### config.mk
export PLATFORM = sky130hd
export DESIGN_NAME = aer_event_decoder
export DESIGN_NICKNAME = d
export VERILOG_FILES = /design/src/rtl/aer_dec_pkg.sv /design/src/rtl/aer_sync_2ff.sv /design/src/rtl/aer_addr_classify.sv /design/src/rtl/aer_cmd_slot.sv /design/src/rtl/aer_event_decoder.sv
export SDC_FILE = /design/constraint.sdc
export NUM_CORES = 1
export LEC_CHECK = 0
export BUFFER_PORTS_ARGS = -buffer_cell sky130_fd_sc_hd__buf_4
export CORE_UTILIZATION = 36
export CTS_BUF_LIST = sky130_fd_sc_hd__clkbuf_4
export CTS_CLUSTER_DIAMETER = 60
export DETAILED_ROUTE_END_ITERATION = 8
export PLACE_DENSITY = 0.61
export RECOVER_POWER = 50
export SKIP_CTS_REPAIR_TIMING = 1
export SLEW_MARGIN = 15
export SYNTH_ARGS = -nofsm -noshare
export SYNTH_HDL_FRONTEND = slang
export SYNTH_SLANG_ARGS = --single-unit
### constraint.sdc
create_clock -name clk_i -period 2.5 [get_ports clk_i]
set_clock_uncertainty 0.1 [all_clocks]
set_input_delay 0.625 -clock clk_i [delete_from_list [all_inputs] [get_ports clk_i]]
set_output_delay 0.625 -clock clk_i [all_outputs]
set_load 0.03 [all_outputs]
### src/rtl/aer_dec_pkg.sv
package aer_dec_pkg;

    typedef enum logic [2:0] {
        CMD_SPIKE   = 3'd0,
        CMD_SYNAPSE = 3'd1,
        CMD_VIRTUAL = 3'd2,
        CMD_TREF    = 3'd3,
        CMD_BIST    = 3'd4
    } cmd_kind_e;

    typedef enum logic {
        HS_IDLE = 1'b0,
        HS_ACK  = 1'b1
    } hs_state_e;

    localparam int unsigned WEIGHT_W = 3;

endpackage

### src/rtl/aer_sync_2ff.sv
module aer_sync_2ff #(
    parameter int unsigned STAGES = 2
) (
    input  logic clk_i,
    input  logic rst_ni,
    input  logic async_i,
    output logic sync_o
);
    typedef struct packed {
        logic [STAGES-1:0] chain;
    } sync_t;

    sync_t s_d, s_q;

    generate
        if (STAGES == 1) begin : g_one
            always_comb begin
                s_d = s_q;
                s_d.chain = async_i;
            end
        end else begin : g_many
            always_comb begin
                s_d = s_q;
                s_d.chain = {s_q.chain[STAGES-2:0], async_i};
            end
        end
    endgenerate

    always_ff @(posedge clk_i or negedge rst_ni) begin
        if (!rst_ni) begin
            s_q <= '0;
        end else begin
            s_q <= s_d;
        end
    end

    assign sync_o = s_q.chain[STAGES-1];

endmodule

### src/rtl/aer_addr_classify.sv
module aer_addr_classify
    import aer_dec_pkg::*;
#(
    parameter int unsigned NW = 8,
    localparam int unsigned AW = 2 * NW + 1
) (
    input  logic [AW-1:0]       addr_i,
    output cmd_kind_e           kind_o,
    output logic [NW-1:0]       src_o,
    output logic [NW-1:0]       dst_o,
    output logic [WEIGHT_W-1:0] weight_o,
    output logic                legal_o
);
    localparam logic [NW-1:0]          UP_ZERO  = '0;
    localparam logic [NW-1:0]          UP_TREF  = '1;
    localparam logic [NW-1:0]          UP_BIST  = {{(NW-1){1'b1}}, 1'b0};
    localparam logic [NW-WEIGHT_W-1:0] VIRT_PFX = {{(NW-WEIGHT_W-1){1'b0}}, 1'b1};

    logic          msb;
    logic [NW-1:0] upper;
    logic [NW-1:0] lower;
    logic          is_spike;
    logic          is_virt;
    logic          is_tref;
    logic          is_bist;

    always_comb begin
        msb   = addr_i[AW-1];
        upper = addr_i[2*NW-1:NW];
        lower = addr_i[NW-1:0];

        is_spike = !msb && (upper == UP_ZERO);
        is_virt  = !msb && (upper[NW-1:WEIGHT_W] == VIRT_PFX);
        is_tref  = !msb && (upper == UP_TREF) && (lower == '0);
        is_bist  = !msb && (upper == UP_BIST) && (lower == '0);

        kind_o   = CMD_SPIKE;
        src_o    = '0;
        dst_o    = '0;
        weight_o = '0;
        legal_o  = 1'b1;

        if (msb) begin
            kind_o = CMD_SYNAPSE;
            src_o  = upper;
            dst_o  = lower;
        end else if (is_spike) begin
            kind_o = CMD_SPIKE;
            src_o  = lower;
        end else if (is_virt) begin
            kind_o   = CMD_VIRTUAL;
            dst_o    = lower;
            weight_o = upper[WEIGHT_W-1:0];
        end else if (is_tref) begin
            kind_o = CMD_TREF;
        end else if (is_bist) begin
            kind_o = CMD_BIST;
        end else begin
            legal_o = 1'b0;
        end
    end

endmodule

### src/rtl/aer_cmd_slot.sv
module aer_cmd_slot
    import aer_dec_pkg::*;
#(
    parameter int unsigned NW = 8
) (
    input  logic                clk_i,
    input  logic                rst_ni,
    input  logic                push_i,
    input  cmd_kind_e           kind_i,
    input  logic [NW-1:0]       src_i,
    input  logic [NW-1:0]       dst_i,
    input  logic [WEIGHT_W-1:0] weight_i,
    input  logic                ready_i,
    output logic                valid_o,
    output cmd_kind_e           kind_o,
    output logic [NW-1:0]       src_o,
    output logic [NW-1:0]       dst_o,
    output logic [WEIGHT_W-1:0] weight_o
);
    typedef struct packed {
        logic                valid;
        cmd_kind_e           kind;
        logic [NW-1:0]       src;
        logic [NW-1:0]       dst;
        logic [WEIGHT_W-1:0] weight;
    } slot_t;

    slot_t s_d, s_q;

    always_comb begin
        s_d = s_q;
        if (s_q.valid && ready_i) begin
            s_d.valid = 1'b0;
        end
        if (push_i && !s_q.valid) begin
            s_d.valid  = 1'b1;
            s_d.kind   = kind_i;
            s_d.src    = src_i;
            s_d.dst    = dst_i;
            s_d.weight = weight_i;
        end
    end

    always_ff @(posedge clk_i or negedge rst_ni) begin
        if (!rst_ni) begin
            s_q <= '{valid: 1'b0, kind: CMD_SPIKE, src: '0, dst: '0, weight: '0};
        end else begin
            s_q <= s_d;
        end
    end

    assign valid_o  = s_q.valid;
    assign kind_o   = s_q.kind;
    assign src_o    = s_q.src;
    assign dst_o    = s_q.dst;
    assign weight_o = s_q.weight;

endmodule

### src/rtl/aer_event_decoder.sv
module aer_event_decoder
    import aer_dec_pkg::*;
#(
    parameter int unsigned N_NEURONS   = 256,
    parameter int unsigned SYNC_STAGES = 2,
    localparam int unsigned NW = $clog2(N_NEURONS),
    localparam int unsigned AW = 2 * NW + 1
) (
    input  logic                clk_i,
    input  logic                rst_ni,
    input  logic                aer_req_i,
    input  logic [AW-1:0]       aer_addr_i,
    output logic                aer_ack_o,
    output logic                cmd_valid_o,
    input  logic                cmd_ready_i,
    output logic [2:0]          cmd_type_o,
    output logic [NW-1:0]       cmd_src_o,
    output logic [NW-1:0]       cmd_dst_o,
    output logic [WEIGHT_W-1:0] cmd_weight_o,
    output logic                err_o
);
    typedef struct packed {
        hs_state_e state;
        logic      ack;
        logic      err;
    } hs_t;

    hs_t h_d, h_q;

    logic                req_s;
    logic                capture;
    logic                push;
    cmd_kind_e           dec_kind;
    logic [NW-1:0]       dec_src;
    logic [NW-1:0]       dec_dst;
    logic [WEIGHT_W-1:0] dec_weight;
    logic                dec_legal;
    cmd_kind_e           slot_kind;

    aer_sync_2ff #(
        .STAGES (SYNC_STAGES)
    ) u_sync (
        .clk_i   (clk_i),
        .rst_ni  (rst_ni),
        .async_i (aer_req_i),
        .sync_o  (req_s)
    );

    aer_addr_classify #(
        .NW (NW)
    ) u_classify (
        .addr_i   (aer_addr_i),
        .kind_o   (dec_kind),
        .src_o    (dec_src),
        .dst_o    (dec_dst),
        .weight_o (dec_weight),
        .legal_o  (dec_legal)
    );

    always_comb begin
        h_d     = h_q;
        capture = 1'b0;
        unique case (h_q.state)
            HS_IDLE: begin
                if (req_s && !cmd_valid_o) begin
                    capture  = 1'b1;
                    h_d.state = HS_ACK;
                    h_d.ack   = 1'b1;
                    if (!dec_legal) begin
                        h_d.err = 1'b1;
                    end
                end
            end
            HS_ACK: begin
                if (!req_s) begin
                    h_d.state = HS_IDLE;
                    h_d.ack   = 1'b0;
                end
            end
            default: begin
                h_d.state = HS_IDLE;
                h_d.ack   = 1'b0;
            end
        endcase
        push = capture && dec_legal;
    end

    always_ff @(posedge clk_i or negedge rst_ni) begin
        if (!rst_ni) begin
            h_q <= '{state: HS_IDLE, ack: 1'b0, err: 1'b0};
        end else begin
            h_q <= h_d;
        end
    end

    aer_cmd_slot #(
        .NW (NW)
    ) u_slot (
        .clk_i    (clk_i),
        .rst_ni   (rst_ni),
        .push_i   (push),
        .kind_i   (dec_kind),
        .src_i    (dec_src),
        .dst_i    (dec_dst),
        .weight_i (dec_weight),
        .ready_i  (cmd_ready_i),
        .valid_o  (cmd_valid_o),
        .kind_o   (slot_kind),
        .src_o    (cmd_src_o),
        .dst_o    (cmd_dst_o),
        .weight_o (cmd_weight_o)
    );

    assign cmd_type_o = slot_kind;
    assign aer_ack_o  = h_q.ack;
    assign err_o      = h_q.err;

endmodule

==> summary.txt <==
Run
  • Max Cap Viol: 0

Hold path
  • HP Start: u_sync.s_q[0]
  • Hold Path Depth: 0
  • Worst hold path type: reg -> reg
  • Hold EP: u_sync.s_q[1]

Synthesis
  • Distinct cells, synth: 31
  • Post-Syn Area: 1344 µm²
  • Most instantiated cells after synthesis: dfrtp_1 (28), a22o_1 (12), mux2_4 (9)
  • Syn nets: 121
  • Post-synthesis compound-gate area fraction: 21.88%
  • Syn_area_per_cell: 13.44 µm²
  • Mapped Cells: 100
  • Sequential area share after synthesis: 52.14%
  • Number of flops mapped to enable cells by yosys: 0
  • Dominant cell by count in the synthesized netlist: dfrtp_1
  • Xor and xnor fraction of the mapped netlist area: 0%
  • Async SR Flop Fraction: 100.0%
  • Post-Synth Adder-Cell Area: 0%
  • Post-synthesis mux area share: 10.06%
  • Top cells by area, synth: dfrtp_1 (52%), mux2_4 (10%), a22o_1 (7.8%), a22o_2 (5.2%), and2b_2 (3.9%)
  • Share of the synthesized area in the top cell type: 52.14%
  • Ys Warns: 0
  • Seq cells post-synth: 28
  • Largest family of logic cells by synthesized area: compound AO/OA/AOI/OAI gates
  • Simple logic cell fraction of the synthesized area: 13.50%
  • Synth area leader: dfrtp_1
  • Top FF cell, synth: dfrtp_1

Die
  • Core area: 3442 µm²
  • Die area: 3981 µm²
  • Initial core utilization: 39.04%
  • Vert. Die Dim: 63.10 µm
  • Std cell rows: 21
  • Num ports: 46
  • Die boundary width: 63.10 µm

Global route
  • Remaining global-route overflow: 0
  • GRT Resource Usage Total: 15.00%
  • Vias in the first global route: 983
  • Global-route wire length before repair: 4581 µm
  • Pin count of the biggest net entering global routing: 29
  • Initial antenna violation count: 0

Worst setup path
  • CP Max Fanout: 9
  • CP Cell Sequence: buf_4, nor4_1, nand3b_1, a31oi_4, buf_12, mux2_4
  • CP Launch Type: input port
  • Arr. time, crit path: 2.19 ns
  • Crit-path slowest cell: nor4_1
  • Depth of the worst register-to-register path: 5
  • Terminus of the critical flop-to-flop path: u_slot.src_o[3]
  • R2R Path Start: u_slot.valid_o
  • CP Class: in -> reg
  • Element type at the critical path end: flop
  • Critical path data required time: 2.63 ns
  • Crit path largest cell delay: 0.41 ns
  • FF-to-FF setup slack: 0.83 ns

Clock tree
  • Max clock buf depth: 2
  • Root Buffer: clkbuf_4
  • H-tree Lvls: 1
  • TritonCTS Buffers: 3
  • Clock slew at reported path FFs: 0.14 ns
  • Clk_lat worst skew: 0.32 ns
  • CTS tree: built
  • Clock sinks: 28

Placed design
  • Placed cell areas: 1753 µm²
  • Port Buf Inserts: 45
  • HPWL after DPL: 2235 µm
  • Placed insts: 191
  • Placer congestion estimate: 0.7571

Timing
  • Final min period: 2.063 ns
  • Fmax: 484.8 MHz
  • Fin. max-slew vios: 0
  • Hold_ws: 0.2669 ns
  • Setup_tns: 0 ns
  • RSZ-0062 raised after global routing: no
  • Relative max-transition margin: 6.203%
  • Crit share post-route: 82.51%
  • Finish-stage setup viols: 0
  • Slew @ Worst Pin: 1.407 ns
  • Endpoints failing hold: 0

Cells and area
  • Post-Layout Inst Area: 1745 µm²
  • Non-filler instance count after layout: 195
  • Fin nets: 171
  • P&R area growth vs syn: 29.89%
  • Final Core Density: 50.71%
  • Share of post-route cells with drive strength above 1: 48.32%
  • Diode count: 0

Power and ir drop
  • Clk pwr share: 15.9%
  • Sw Share: 34.78%
  • Combinational power share: 35.4%
  • Maximum VDD drop: 0.0004102 V
  • Internal power: 760.0 µW
  • Power Dens Cells: 667.6 nW/µm²
  • Sw power: 405.2 µW
  • Static leakage: 0.8393 nW
  • Seq pwr share: 48.6%

Route
  • M1 WL: 1263 µm
  • Vias: 976
  • Metal3 WL: 157 µm
  • Met2 wire length: 1376 µm
  • DR iter-0 viols: 27
  • DRC: 0
  • ANT nets after route: 0
  • 1st-pass router iterations: 4
  • Top Metal Used: met4
  • DR vias/cell: 5.005
  • WL final: 2857 µm
  • Drt wl/cell: 14.65 µm

Run status
  • Status: finished, final reports clean
[cell usage in the layout (no fill, tap or decap), types with 2 or more instances in the layout]
cell	n
or4_4	2
inv_1	3
o21ai_0	4
nor2_1	4
a22o_1	12
a21oi_1	2
a22o_2	7
mux2_4	9
dfrtp_1	28
nor4_1	2
buf_4	37
and2b_1	2
and2b_2	6
clkbuf_1	9
clkbuf_4	4
[cells by family after synthesis]
kind of cell	count (synthesis)
simple gates	24
buf+inv	6
compound gates	33
flops	28
mux	9
[critical path, delay by kind of cell]
family / cells / cell delay [ns]
compound gates: 1 / 0.28
buf+inv: 2 / 0.28
mux: 1 / 0.30
simple gates: 2 / 0.70
[routing by layer]
| metal | vias to the layer above | GRT usage [%] |
|---|---|---|
| met5 | - | 0 |
| met4 | 0 | 4.651 |
| met3 | 7 | 4.891 |
| met2 | 25 | 23.52 |
| met1 | 466 | 19.49 |
| li1 | 478 | - |
[worst max path at each step]
stage	start	endpoint	slack (ns)
4_1_cts	aer_addr_i[13]	u_slot.src_o[4]	0.44
3_5_place_dp	aer_addr_i[13]	u_slot.src_o[4]	0.11
2_1_floorplan	aer_addr_i[13]	u_slot.kind_o[0]	0.22
5_1_grt	aer_addr_i[13]	u_slot.src_o[6]	0.34
6_report	aer_addr_i[13]	u_slot.src_o[3]	0.44
3_3_place_gp	aer_addr_i[13]	u_slot.src_o[4]	0.14
[power groups by stage]
stage | Clock (mW) | Sequential [mW] | Combinational, mW
2_1_floorplan | 0 | 0.711 | 0.124
3_3_place_gp | 0 | 0.575 | 0.437
3_5_place_dp | 0 | 0.576 | 0.442
4_1_cts | 0.193 | 0.570 | 0.442
5_1_grt | 0.208 | 0.577 | 0.437
6_report | 0.186 | 0.567 | 0.413
[per-stage QoR]
step | worst slack [ns] | power, mW
finish | 0.4371 | 1.165
global route | 0.3438 | 1.221
floorplan | 0.2151 | 0.8348
detailed placement | 0.1150 | 1.019
CTS | 0.4357 | 1.204
global placement | 0.1395 | 1.011
[final cells by class]
class	instances	area, µm²
multi-input combinational	66	610.6
inverter	3	11.26
tap	46	57.56
timing repair buffer	48	339.1
fill	312	1697
clock buffer	3	22.52
clock inverter	1	3.754
sequential	28	700.7
[state kept, by name (all words and copies together) (netlist names)]
signal	cells
h_q	1
u_slot.kind_o	3
u_slot.src_o	8
u_slot.valid_o	1
u_slot.weight_o	3
err_o	1
aer_ack_o	1
u_sync.s_q	2
u_slot.dst_o	8
(Power assumes the default switching activity.)
